**src/rtl/mbus_pkg.sv**
```systemverilog
`timescale 1ns/1ps
package mbus_pkg;

  typedef enum logic [2:0] {
    PH_IDLE = 3'd0,
    PH_ADDR = 3'd1,
    PH_ALE  = 3'd2,
    PH_HOLD = 3'd3,
    PH_STRB = 3'd4,
    PH_POST = 3'd5,
    PH_TURN = 3'd6,
    PH_INT  = 3'd7
  } mbus_phase_e;

  // Inclusive window test used by the internal-space decoder.
  function automatic logic in_window(input logic [15:0] a,
                                     input logic [15:0] lo,
                                     input logic [15:0] hi);
    return (a >= lo) && (a <= hi);
  endfunction

  // Total strobe length in ticks for a given number of inserted states.
  function automatic int unsigned strobe_len(input int unsigned base_ticks,
                                             input int unsigned state_ticks,
                                             input int unsigned waits);
    return base_ticks + state_ticks * waits;
  endfunction

endpackage

```
**src/rtl/mbus_clkdiv.sv**
```systemverilog
`timescale 1ns/1ps
module mbus_clkdiv #(
  parameter int STATE_TICKS = 8
) (
  input  logic clk,
  input  logic rst_n,
  output logic clk_out
);
  localparam int HALF  = STATE_TICKS / 2;
  localparam int CNT_W = (HALF > 1) ? $clog2(HALF) : 1;

  logic [CNT_W-1:0] cnt_q;
  logic             clk_q;

  always_ff @(posedge clk or negedge rst_n) begin
    if (!rst_n) begin
      cnt_q <= '0;
      clk_q <= 1'b1;
    end else if (cnt_q == CNT_W'(HALF - 1)) begin
      cnt_q <= '0;
      clk_q <= ~clk_q;
    end else begin
      cnt_q <= cnt_q + 1'b1;
    end
  end

  assign clk_out = clk_q;
endmodule

```
**src/rtl/mbus_decode.sv**
```systemverilog
`timescale 1ns/1ps
module mbus_decode
  import mbus_pkg::*;
#(
  parameter logic [15:0] ROM_TOP = 16'h1FFF,
  parameter logic [15:0] LOC_LO  = 16'hFF00,
  parameter logic [15:0] LOC_HI  = 16'hFF9F
) (
  input  logic [15:0] addr,
  input  logic        ea,
  output logic        internal
);
  logic rom_hit, local_hit;

  assign rom_hit   = ea && in_window(addr, 16'h0000, ROM_TOP);
  assign local_hit = in_window(addr, LOC_LO, LOC_HI);
  assign internal  = rom_hit || local_hit;
endmodule

```
**src/rtl/mbus_seq.sv**
```systemverilog
`timescale 1ns/1ps
module mbus_seq
  import mbus_pkg::*;
#(
  parameter int STATE_TICKS = 8,
  parameter int ALE_TICKS   = 2,
  parameter int STRB_TICKS  = 4,
  parameter int GAP_TICKS   = 2
) (
  input  logic        clk,
  input  logic        rst_n,
  input  logic        req,
  input  logic        we,
  input  logic [15:0] addr,
  input  logic [7:0]  wdata,
  input  logic        internal,
  input  logic        wait_n,
  input  logic [7:0]  ad_in,
  output mbus_phase_e phase,
  output logic        is_wr,
  output logic [15:0] addr_q,
  output logic [7:0]  wdata_q,
  output logic [7:0]  rdata_q,
  output logic        int_q,
  output logic        ev_accept,
  output logic        ev_capture,
  output logic        ev_wait_ext,
  output logic        ev_done
);
  localparam int CNT_W = $clog2(STATE_TICKS);

  mbus_phase_e      ph_q;
  logic [CNT_W-1:0] cnt_q;
  logic             strb_last;

  assign phase       = ph_q;
  assign strb_last   = (ph_q == PH_STRB) && (cnt_q == '0);
  assign ev_accept   = (ph_q == PH_IDLE) && req;
  assign ev_wait_ext = strb_last && !wait_n;
  assign ev_capture  = strb_last && wait_n && !is_wr;
  assign ev_done     = (ph_q == PH_INT) || ((ph_q == PH_TURN) && (cnt_q == '0));

  always_ff @(posedge clk or negedge rst_n) begin
    if (!rst_n) begin
      ph_q    <= PH_IDLE;
      cnt_q   <= '0;
      is_wr   <= 1'b0;
      addr_q  <= '0;
      wdata_q <= '0;
      rdata_q <= '0;
      int_q   <= 1'b0;
    end else begin
      unique case (ph_q)
        PH_IDLE: if (req) begin
          addr_q  <= addr;
          wdata_q <= wdata;
          is_wr   <= we;
          int_q   <= internal;
          cnt_q   <= '0;
          ph_q    <= internal ? PH_INT : PH_ADDR;
        end
        PH_ADDR: begin
          cnt_q <= CNT_W'(ALE_TICKS - 1);
          ph_q  <= PH_ALE;
        end
        PH_ALE: begin
          if (cnt_q == '0) ph_q <= PH_HOLD;
          else             cnt_q <= cnt_q - 1'b1;
        end
        PH_HOLD: begin
          cnt_q <= CNT_W'(STRB_TICKS - 1);
          ph_q  <= PH_STRB;
        end
        PH_STRB: begin
          if (cnt_q != '0) begin
            cnt_q <= cnt_q - 1'b1;
          end else if (!wait_n) begin
            cnt_q <= CNT_W'(STATE_TICKS - 1);
          end else begin
            if (!is_wr) rdata_q <= ad_in;
            ph_q <= PH_POST;
          end
        end
        PH_POST: begin
          cnt_q <= CNT_W'(GAP_TICKS - 2);
          ph_q  <= PH_TURN;
        end
        PH_TURN: begin
          if (cnt_q == '0) ph_q <= PH_IDLE;
          else             cnt_q <= cnt_q - 1'b1;
        end
        PH_INT: ph_q <= PH_IDLE;
        default: ph_q <= PH_IDLE;
      endcase
    end
  end
endmodule

```
**src/rtl/mbus_pads.sv**
```systemverilog
`timescale 1ns/1ps
module mbus_pads
  import mbus_pkg::*;
(
  input  mbus_phase_e phase,
  input  logic        is_wr,
  input  logic [15:0] addr_q,
  input  logic [7:0]  wdata_q,
  output logic [7:0]  ad_out,
  output logic        ad_oe,
  output logic [7:0]  a_hi,
  output logic        ale,
  output logic        rd_n,
  output logic        wr_n
);
  logic addr_ph, strb_ph, wdat_ph;

  assign addr_ph = (phase == PH_ADDR) || (phase == PH_ALE) || (phase == PH_HOLD);
  assign strb_ph = (phase == PH_STRB);
  assign wdat_ph = is_wr && ((phase == PH_STRB) || (phase == PH_POST));

  assign ale    = (phase == PH_ALE);
  assign rd_n   = !(strb_ph && !is_wr);
  assign wr_n   = !(strb_ph && is_wr);
  assign ad_oe  = addr_ph || wdat_ph;
  assign ad_out = addr_ph ? addr_q[7:0] : (wdat_ph ? wdata_q : 8'h00);
  assign a_hi   = addr_q[15:8];
endmodule

```
**src/rtl/mbus_ctrl.sv**
```systemverilog
`timescale 1ns/1ps
module mbus_ctrl
  import mbus_pkg::*;
#(
  parameter int          STATE_TICKS = 8,
  parameter int          ALE_TICKS   = 2,
  parameter int          STRB_TICKS  = 4,
  parameter int          GAP_TICKS   = 2,
  parameter logic [15:0] ROM_TOP     = 16'h1FFF,
  parameter logic [15:0] LOC_LO      = 16'hFF00,
  parameter logic [15:0] LOC_HI      = 16'hFF9F
) (
  input  logic        clk,
  input  logic        rst_n,
  input  logic        req,
  input  logic        we,
  input  logic [15:0] addr,
  input  logic [7:0]  wdata,
  input  logic        ea,
  output logic        ready,
  output logic        done,
  output logic        int_hit,
  output logic [7:0]  rdata,
  input  logic [7:0]  ad_in,
  output logic [7:0]  ad_out,
  output logic        ad_oe,
  output logic [7:0]  a_hi,
  output logic        ale,
  output logic        rd_n,
  output logic        wr_n,
  input  logic        wait_n,
  output logic        clk_out
);
  mbus_phase_e phase;
  logic        internal, is_wr, int_q;
  logic [15:0] addr_q;
  logic [7:0]  wdata_q, rdata_q;
  logic        ev_accept, ev_capture, ev_wait_ext, ev_done;

  mbus_clkdiv #(.STATE_TICKS(STATE_TICKS)) u_div (
    .clk(clk), .rst_n(rst_n), .clk_out(clk_out)
  );

  mbus_decode #(.ROM_TOP(ROM_TOP), .LOC_LO(LOC_LO), .LOC_HI(LOC_HI)) u_dec (
    .addr(addr), .ea(ea), .internal(internal)
  );

  mbus_seq #(
    .STATE_TICKS(STATE_TICKS), .ALE_TICKS(ALE_TICKS),
    .STRB_TICKS(STRB_TICKS), .GAP_TICKS(GAP_TICKS)
  ) u_seq (
    .clk(clk), .rst_n(rst_n), .req(req), .we(we), .addr(addr), .wdata(wdata),
    .internal(internal), .wait_n(wait_n), .ad_in(ad_in),
    .phase(phase), .is_wr(is_wr), .addr_q(addr_q), .wdata_q(wdata_q),
    .rdata_q(rdata_q), .int_q(int_q),
    .ev_accept(ev_accept), .ev_capture(ev_capture),
    .ev_wait_ext(ev_wait_ext), .ev_done(ev_done)
  );

  mbus_pads u_pads (
    .phase(phase), .is_wr(is_wr), .addr_q(addr_q), .wdata_q(wdata_q),
    .ad_out(ad_out), .ad_oe(ad_oe), .a_hi(a_hi),
    .ale(ale), .rd_n(rd_n), .wr_n(wr_n)
  );

  assign ready   = (phase == PH_IDLE);
  assign done    = ev_done;
  assign int_hit = ev_done && int_q;
  assign rdata   = rdata_q;
endmodule

```
**config.mk**
```make
export PLATFORM = sky130hd
export DESIGN_NAME = mbus_ctrl
export DESIGN_NICKNAME = d
export VERILOG_FILES = /design/src/rtl/mbus_pkg.sv /design/src/rtl/mbus_clkdiv.sv /design/src/rtl/mbus_decode.sv /design/src/rtl/mbus_seq.sv /design/src/rtl/mbus_pads.sv /design/src/rtl/mbus_ctrl.sv
export SDC_FILE = /design/constraint.sdc
export NUM_CORES = 1
export LEC_CHECK = 0
export ABC_AREA = 1
export BUFFER_PORTS_ARGS = -buffer_cell sky130_fd_sc_hd__buf_4
export CORE_ASPECT_RATIO = 1.75
export CORE_MARGIN = 1
export CORE_UTILIZATION = 44
export DETAILED_ROUTE_END_ITERATION = 7
export PLACE_DENSITY = 0.71
export RECOVER_POWER = 25
export SLEW_MARGIN = 20
export SYNTH_ARGS = -nofsm -noshare
export SYNTH_HDL_FRONTEND = slang
export SYNTH_SLANG_ARGS = --single-unit
```
**constraint.sdc**
```tcl
create_clock -name clk -period 2.56 [get_ports clk]
set_input_delay 0.256 -clock clk [delete_from_list [all_inputs] [get_ports clk]]
set_output_delay 0.256 -clock clk [all_outputs]
set_load 0.02 [all_outputs]
```
==> results of run 1 <==
[kinds of logic (layout without fill, tap and decap cells)]
family / count (synthesis) / after routing / share of synthesized area (%)
multiplexers: 23 / 23 / 12.7
flip-flops: 43 / 43 / 49.8
XOR/XNOR: 2 / 2 / 0.810
adder cells (fa/ha/maj): 3 / 3 / 1.74
AO/OA/AOI/OAI: 19 / 19 / 4.68
buffers and inverters: 35 / 99 / 8.44
AND/OR/NAND/NOR: 100 / 100 / 21.9
[stage by stage]
step | setup slack (ps) | utilization (%) | hold slack, ps | area, µm²
finish | 553 | 58.2 | 147 | 2740
global route | 438 | 58.2 | 142 | 2740
CTS | 561 | 58.2 | 146 | 2740
detailed placement | 739 | 56.2 | 279 | 2650
global placement | 762 | 56.2 | 278 | 2650
floorplan | 952 | - | -39.6 | 2160
[layout make-up]
class                           instances  area share [%]
Clock buffer                            6            2.65
Clock inverter                          2           0.457
Inverter                               21            2.97
Multi-Input combinational cell        147            33.0
Sequential cell                        43            39.4
Tap cell                               52            2.38
Timing Repair Buffer                   70            19.2
[power by group through the flow]
stage | sequential [W] | clock (W) | combinational, W
6_report | 0.00124 | 0.000425 | 0.00179
5_1_grt | 0.00128 | 0.000463 | 0.00197
4_1_cts | 0.00124 | 0.000442 | 0.00181
3_5_place_dp | 0.00125 | 0 | 0.00180
3_3_place_gp | 0.00123 | 0 | 0.00177
2_1_floorplan | 0.00123 | 0 | 0.00126
[synth_stat cells (2+ instances only)]
library cell / n
buf_4: 9
nand2_1: 58
clkbuf_1: 3
mux2_4: 4
nor2_1: 8
nor2_2: 3
mux2_2: 19
inv_1: 18
buf_6: 2
ha_1: 3
inv_2: 2
dfrtp_1: 42
o21ai_0: 17
nand3_1: 21
[metal layers]
metal | vias up | track usage, % | wire length [µm]
met4 | 0 | 8.75 | 89
met2 | 48 | 36.8 | 2590
met1 | 822 | 22.2 | 1700
met5 | - | 0 | 0
met3 | 6 | 6.12 | 270
li1 | 850 | - | -
[worst min path at each step]
stage          depth (start not counted)      from                           end
5_1_grt                                3  ad_in[3]  u_seq.rdata_q[3]$_DFFE_PN0P_
6_report                               3  ad_in[3]  u_seq.rdata_q[3]$_DFFE_PN0P_
4_1_cts                                3  ad_in[0]  u_seq.rdata_q[0]$_DFFE_PN0P_
3_3_place_gp                           1     rst_n  u_seq.addr_q[11]$_DFFE_PN0P_
2_1_floorplan                          0     rst_n      u_div.cnt_q[0]$_DFF_PN0_
3_5_place_dp                           1     rst_n  u_seq.wdata_q[2]$_DFFE_PN0P_
[worst register-to-register path, stage by stage, from the launching register on]
cell	delay, ps
dfrtp_1	530
inv_4	90
nand2_8	110
nor2_8	50
nand2_2	500
mux2_2	420
[flip-flops by register name (all words and copies together) (netlist names)]
register and cells:
u_seq.int_q 1, u_div.cnt_q 2, u_div.clk_out 1, u_seq.phase 3, u_seq.is_wr 1, u_seq.wdata_q 8, u_seq.rdata_q 8, u_seq.addr_q 16
u_seq.cnt_q 3
==> results.json, run 1 <==
{
  "rr_worst_depth": 5,
  "worstPathRequired_ps": 2300,
  "die_w_um": 55.0,
  "max_slew_margin_pct": 30.1,
  "final_cell_mix": "68 x buf_4, 58 x nand2_1, 42 x dfrtp_1, 21 x nand3_1, 19 x mux2_2",
  "regToRegSetupSlack_ps": 750,
  "finalNonFillerCells": 341,
  "synth.area.top_cells": "dfrtp_1 49%, nand2_1 10%, mux2_2 9.9%, nand3_1 4.9%, o21ai_0 3.9%",
  "row_count": 33,
  "postSynthCellCount": 225,
  "intPower_w": 0.00198,
  "yosysWarningCount": 0,
  "finalSetupViolCount": 0,
  "synth_edf_count": 0,
  "antenna_found_initial": 0,
  "port_buffers": 69,
  "finalWirelength_mm": 4.65,
  "critPathBufInv": 2,
  "clkLatencyLatePin_ps": 300,
  "crit_cells": 4,
  "peakVddDrop_uv": 719,
  "cap_violations": 0,
  "num_antenna_cells": 0,
  "numCtsBuffers": 5,
  "place.gp.congestion": 0.883,
  "grt_pass1_vias": 1698,
  "total_power_w": 0.00345,
  "switching_power_w": 0.00147,
  "cts-resized-gates": 0,
  "worstReg2RegStart": "u_seq.phase[1]$_DFFE_PN0P_",
  "path_max_fanout": 16,
  "finalNetCount": 329,
  "first_pass_iters": 4,
  "netlist_area_um2": 2160,
  "setup_tns_ps": 0,
  "p_clk_share_pct": 12.3,
  "crit_arrival_ps": 1750,
  "grtUsageTotal_pct": 21.0,
  "hold_buffers": 1,
  "ys.flop_type": "dfrtp_1",
  "grt_max_degree": 44,
  "post-route-drc-count": 0,
  "cp-start-kind": "flop",
  "ys_ff_latch": 43,
  "antenna_left": 0,
  "hold_viol": 0,
  "num_vias": 1726,
  "post-route-period-util_pct": 78.4,
  "hold_path_class": "primary input to flop",
  "slew_viol_final": 0,
  "switching_share_pct": 42.7,
  "drtIter0Drc": 25,
  "dpl.hpwl_mm": 3.48,
  "cts_root_buf": "clkbuf_8",
  "worstSetupEndpoint": "ad_oe",
  "wl_per_cell_um": 13.6,
  "yosysUniqueCellTypes": 30,
  "start_util_pct": 46.0,
  "rsz0062_at_grt": "no",
  "grt_pass1_wl_mm": 7.65,
  "area_growth_pct": 26.5,
  "final_common_cell": "buf_4",
  "critical_path.cell_chain": "inv_2 -> nor2_2 -> a22o_1 -> buf_4",
  "slowest_stage": "dfrtp_1",
  "via_per_inst": 5.06,
  "power.leakage_nw": 1.47,
  "avgSynthCellArea_um2": 9.61,
  "grt_overflow": 0,
  "cp_top_family": "flip-flops",
  "end_kind": "output port",
  "clockBufferDepth": 2,
  "cts_tree": "done",
  "drive_above_1_share_pct": 38.8,
  "ys_seq_area_share_pct": 49.8,
  "crit_start": "u_seq.phase[2]$_DFFE_PN0P_",
  "multi_input_area_um2": 903,
  "core_area_um2": 4710,
  "clk_pin_slew_ps": 90,
  "status": "finished, final reports clean",
  "synth-async-reset-ratio_pct": 100,
  "power_frac_comb_pct": 51.8,
  "post_cts_buffers": 0,
  "max_stage_delay_ps": 510,
  "power_frac_seq_pct": 35.9,
  "syn-num-nets": 266,
  "seqCellArea_um2": 1080,
  "synth_area_leader_cell": "dfrtp_1",
  "tightest_slew_ps": 1050,
  "fin_crit_ps": 2010,
  "cts_max_level": 2,
  "critical_path_class": "flop to output port",
  "clkSinkCount": 43,
  "fill_cells": 468,
  "reg2reg_to": "u_seq.addr_q[6]$_DFFE_PN0P_",
  "yosysTopAreaCellShare_pct": 48.6,
  "die_h_um": 94.8,
  "worst_clock_skew_ps": 11.1,
  "ios": 70,
  "fmax_ghz": 0.498,
  "dieArea_um2": 5210,
  "power_density_nw_per_um2": 1260,
  "dp_cells": 332
}
No activity file was read; power rests on OpenSTA's default activity.
==> run 2: changes to the inputs <==
- PLACE_DENSITY: 0.71 -> 0.74
- clock period: 2.56 -> 1.6 ns (I/O delays scaled with it)
==> run 2 against run 1 <==
Against the previous run: sequential share of layout area decreased by 3.7 points; utilization increased by 6.2 points; critical endpoint is now int_hit; global-route usage rose by 0.24 points; worst setup slack worse by 550 ps; power increased by 87%.
==> results.json, run 2 (same netlist as run 1, synthesis figures left out) <==
{
  "status": "finished, final reports clean",
  "cp-start-kind": "flop",
  "rsz0062_at_grt": "yes",
  "cts_tree": "done",
  "die_w_um": 55.0,
  "clkSinkCount": 43,
  "slew_viol_final": 0,
  "switching_share_pct": 40.2,
  "place.gp.congestion": 0.780,
  "dp_slack_ps": 32.4,
  "power_frac_seq_pct": 30.4,
  "largest_register": "u_seq.addr_q",
  "cts_max_level": 2,
  "cap_violations": 0,
  "ios": 70,
  "grtUsageTotal_pct": 21.3,
  "fin_crit_ps": 1600,
  "hold_path_class": "primary input to flop",
  "port_buffers": 69,
  "start_util_pct": 46.0,
  "path_max_fanout": 2,
  "grt_pass1_wl_mm": 7.84,
  "finalWirelength_mm": 4.95,
  "post-route-period-util_pct": 99.7,
  "die_h_um": 94.8,
  "intPower_w": 0.00386,
  "power_density_nw_per_um2": 2130,
  "dieArea_um2": 5210,
  "grt_max_degree": 44,
  "cts_root_buf": "clkbuf_8",
  "worst_clock_skew_ps": 6.88,
  "power_frac_comb_pct": 53.6,
  "finalNonFillerCells": 353,
  "area_growth_pct": 40.1,
  "finalSetupViolCount": 0,
  "p_clk_share_pct": 16.0,
  "clk_pin_slew_ps": 80,
  "num_antenna_cells": 0,
  "final_cell_mix": "69 x buf_4, 51 x nand2_1, 39 x dfrtp_1, 19 x mux2_2",
  "num_vias": 1773,
  "row_count": 33,
  "worstPathRequired_ps": 1440,
  "core_area_um2": 4710,
  "layout_setup_ws_ps": 4.01,
  "largest_reg_flops": 16,
  "peakVddDrop_uv": 1280,
  "via_per_inst": 5.02,
  "antenna_found_initial": 0,
  "tightest_slew_ps": 1070,
  "first_pass_iters": 4,
  "finalNetCount": 341,
  "hold_viol": 0,
  "power.leakage_nw": 1.58,
  "grt_pass1_vias": 1830,
  "switching_power_w": 0.00259,
  "numCtsBuffers": 5,
  "post-route-drc-count": 0,
  "drtIter0Drc": 14,
  "wl_per_cell_um": 14.0,
  "end_kind": "output port",
  "clockBufferDepth": 2,
  "reg_top3": "u_seq.addr_q: 16 flops, u_seq.rdata_q: 8 flops, u_seq.wdata_q: 8 flops",
  "drive_above_1_share_pct": 48.2,
  "antenna_left": 0,
  "dp_cells": 338,
  "final_common_cell": "buf_4",
  "total_power_w": 0.00645,
  "critical_path_class": "flop to output port",
  "max_slew_margin_pct": 28.9,
  "crit_arrival_ps": 1440,
  "grt_overflow": 0,
  "clkLatencyLatePin_ps": 300,
  "dpl.hpwl_mm": 3.60,
  "fmax_ghz": 0.627
}
run 2: cell count changes in the layout (fill, tap and decap cells not counted), sizes merged:
cell / before / now
clkinv: 1 / 0
clkbuf: 7 / 6
clkinvlp: 1 / 0
bufinv: 0 / 2
inv: 21 / 22
buf: 68 / 80
run 2: critical path: stages, from the launching register on:
cell     delay [ps]
dfrtp_1         400
inv_2            90
ha_4            140
nand2_4          50
nand2_4          60
nand2_4          50
nor3b_2         170
buf_4           160
run 2: layout make-up:
| class | instances | area, µm² |
|---|---|---|
| Clock buffer | 5 | 68.8 |
| Clock inverter | 3 | 71.3 |
| Inverter | 21 | 86.3 |
| Sequential cell | 43 | 1080 |
| Fill cell | 419 | 1680 |
| Multi-Input combinational cell | 147 | 993 |
| Timing Repair Buffer | 82 | 666 |
| Tap cell | 52 | 65.1 |
run 2: power groups by stage:
stage / Clock, W / Sequential (W) / Combinational (W)
2_1_floorplan: 0 / 0.00197 / 0.00202
3_3_place_gp: 0 / 0.00194 / 0.00297
3_5_place_dp: 0 / 0.00196 / 0.00303
4_1_cts: 0.00106 / 0.00194 / 0.00325
5_1_grt: 0.00109 / 0.00203 / 0.00375
6_report: 0.00103 / 0.00196 / 0.00346
run 2: timing repair:
action | CTS | global route
resized for setup | 16 | 23
hold endpoints to repair | 42 | 0
setup buffers | 5 | 1
pin swaps | 3 | 9
hold buffers | 1 | 0
endpoints found under the setup margin | 13 | 21
run 2: stage by stage:
stage	TNS, ps	area, µm²	hold WS [ps]	utilization, %
2_1_floorplan	0	2160	-136	-
3_3_place_gp	0	2700	181	57.4
3_5_place_dp	0	2700	186	57.4
4_1_cts	-6.38	2940	47.3	62.4
5_1_grt	-456	3030	49.0	64.4
6_report	0	3030	59.8	64.4
run 2: worst paths after layout:
kind	start	to	slack (ps)	cells past startpoint
worst max-delay path	u_seq.cnt_q[1]$_DFFE_PN0P_	int_hit	4	7
worst min-delay path	ad_in[5]	u_seq.rdata_q[5]$_DFFE_PN0P_	60	3
worst max register to register	u_seq.cnt_q[1]$_DFFE_PN0P_	u_seq.cnt_q[0]$_DFFE_PN0P_	40	10
worst min register to register	u_div.cnt_q[0]$_DFF_PN0_	u_div.cnt_q[0]$_DFF_PN0_	430	1
max in group asynchronous	rst_n	u_seq.phase[0]$_DFFE_PN0P_	250	2
min in group asynchronous	rst_n	u_seq.wdata_q[7]$_DFFE_PN0P_	610	2
run 2: layer usage:
metal  GRT usage (%)  vias to the layer above  routed length, µm
met5               0                        -                  0
met4            10.0                        0                134
met3            5.48                       13                286
met2            38.0                       54               2810
met1            21.7                      835               1720
li1                -                      871                  -
==> run 3: changes to the inputs <==
- CORE_UTILIZATION: 44 -> 45
- PLACE_DENSITY: 0.74 -> 0.75
==> run 3 against run 2 <==
Against the previous run: non-clock buffer count increased by 3; utilization shrank 0.21 points; clock power shrank 17%; cell area fell by 1.2%; hold slack better by 2.2 ps; sequential power down 3%; combinational power increased by 1%; critical path depth unchanged; register-to-register slack better by 80 ps.
==> results.json, run 3 (same netlist as run 1, synthesis figures left out) <==
{
  "place.gp.congestion": 0.817,
  "finalWirelength_mm": 4.86,
  "hold_viol": 0,
  "wl_met2_mm": 2.70,
  "max_slew_margin_pct": 30.6,
  "num_antenna_cells": 0,
  "fin_util_pct": 64.2,
  "post-route-period-util_pct": 99.6,
  "cp-start-kind": "flop",
  "dp_slack_ps": 33.9,
  "finalNetCount": 344,
  "row_count": 33,
  "cts_tree": "done",
  "dpl_cell_area_um2": 2720,
  "switching_share_pct": 40.8,
  "dieArea_um2": 5100,
  "drive_above_1_share_pct": 45.4,
  "rsz0062_at_grt": "yes",
  "finalSetupViolCount": 0,
  "cts_max_level": 2,
  "area_growth_pct": 38.5,
  "antenna_left": 0,
  "layout_setup_ws_ps": 7.04,
  "clk_pin_slew_ps": 90,
  "start_util_pct": 46.4,
  "power.leakage_nw": 1.58,
  "core_area_um2": 4670,
  "numCtsBuffers": 5,
  "clkLatencyLatePin_ps": 290,
  "cts_root_buf": "clkbuf_8",
  "cap_violations": 0,
  "antenna_found_initial": 0,
  "grt_pass1_vias": 1796,
  "final_area_um2": 3000,
  "met1_length_mm": 1.85,
  "max_stage_delay_ps": 390,
  "end_kind": "output port",
  "grt_overflow": 0,
  "clockBufferDepth": 2,
  "wl_per_cell_um": 13.7,
  "slowest_stage": "dfrtp_1",
  "peakVddDrop_uv": 1270,
  "dpl.hpwl_mm": 3.67,
  "post-route-drc-count": 0,
  "crit_top_cell": "nand2_4",
  "tightest_slew_ps": 1040,
  "switching_power_w": 0.00255,
  "num_vias": 1788,
  "power_frac_seq_pct": 30.4,
  "hold_path_class": "primary input to flop",
  "path_max_fanout": 3,
  "final_common_cell": "buf_4",
  "power_density_nw_per_um2": 2090,
  "port_buffers": 69,
  "fmax_ghz": 0.628,
  "critical_path_class": "flop to output port",
  "crit_arrival_ps": 1430,
  "largest_reg_flops": 16,
  "topRoutingLayerUsed": "met4",
  "grtUsageTotal_pct": 20.8,
  "clkSinkCount": 43,
  "die_h_um": 93.7,
  "intPower_w": 0.00371,
  "worstPathRequired_ps": 1440,
  "p_clk_share_pct": 13.7,
  "largest_register": "u_seq.addr_q",
  "worst_clock_skew_ps": 7.67,
  "slew_viol_final": 0,
  "grt_pass1_wl_mm": 7.60,
  "fill_cells": 386,
  "via_per_inst": 5.02,
  "ios": 70,
  "fin_crit_ps": 1590,
  "power_frac_comb_pct": 55.9,
  "setup_tns_ps": 0,
  "first_pass_iters": 4,
  "status": "finished, final reports clean",
  "wl_met3_um": 236,
  "final_cell_mix": "76 x buf_4, 55 x nand2_1, 41 x dfrtp_1, 19 x nand3_1, 19 x mux2_2",
  "drtIter0Drc": 19,
  "critical_path.cell_chain": "inv_2 -> ha_4 -> nand2_4 -> nand2_4 -> nand2_4 -> nor3b_2 -> buf_4",
  "die_w_um": 54.4,
  "grt_max_degree": 44,
  "reg_top3": "u_seq.addr_q: 16 flops, u_seq.rdata_q: 8 flops, u_seq.wdata_q: 8 flops"
}
==> run 3: critical path: cells and delay by family (launching register included) <==
family	cells	cell delay (ps)
flops	1	390
simple gates	4	350
buf+inv	2	260
fa+ha+maj	1	140
==> run 3: stage by stage <==
stage | power [W] | hold WS, ps | std cells
after global routing | 0.00668 | 59.0 | 356
final | 0.00626 | 61.9 | 356
after detailed placement | 0.00505 | 182 | 340
after floorplan | 0.00399 | -136 | 225
after global placement | 0.00497 | 180 | 340
after CTS | 0.00615 | 57.2 | 354
==> run 3: power groups by stage <==
| stage | Sequential, W | Combinational, W | Clock (W) |
|---|---|---|---|
| finish | 0.00190 | 0.00350 | 0.000860 |
| global route | 0.00197 | 0.00379 | 0.000920 |
| CTS | 0.00190 | 0.00337 | 0.000877 |
| detailed placement | 0.00191 | 0.00314 | 0 |
| global placement | 0.00189 | 0.00308 | 0 |
| floorplan | 0.00197 | 0.00202 | 0 |
==> run 3: routing by layer <==
metal	vias up	track usage, %
met5	-	0
met4	0	9.40
met3	8	4.53
met2	53	36.5
met1	848	22.5
li1	879	-
==> run 3: timing repair <==
action | CTS | global route
pin swaps | 5 | 2
setup endpoints to repair | 12 | 21
resized for setup | 14 | 10
setup buffers | 5 | 2
hold buffers | 1 | 0
endpoints found under the hold margin | 42 | 0
==> run 3: final cells by class <==
cell class	count	area, µm²	area share (%)
clock inverters	3	46.3	1.55
multi-input cells	147	968	32.3
repair buffers	85	682	22.8
inverters	21	86.3	2.88
clock buffers	5	68.8	2.30
well taps	52	65.1	2.17
flip-flops and latches	43	1080	36.0
==> run 3: worst paths after layout <==
path	start	to	slack, ps	cells past startpoint
max	u_seq.cnt_q[0]$_DFFE_PN0P_	int_hit	7	7
min in group asynchronous	rst_n	u_seq.addr_q[10]$_DFFE_PN0P_	580	2
max in group asynchronous	rst_n	u_seq.phase[2]$_DFFE_PN0P_	310	2
max reg2reg	u_seq.phase[1]$_DFFE_PN0P_	u_seq.wdata_q[3]$_DFFE_PN0P_	120	6
min	ad_in[4]	u_seq.rdata_q[4]$_DFFE_PN0P_	60	3
min reg2reg	u_div.cnt_q[0]$_DFF_PN0_	u_div.cnt_q[0]$_DFF_PN0_	430	1
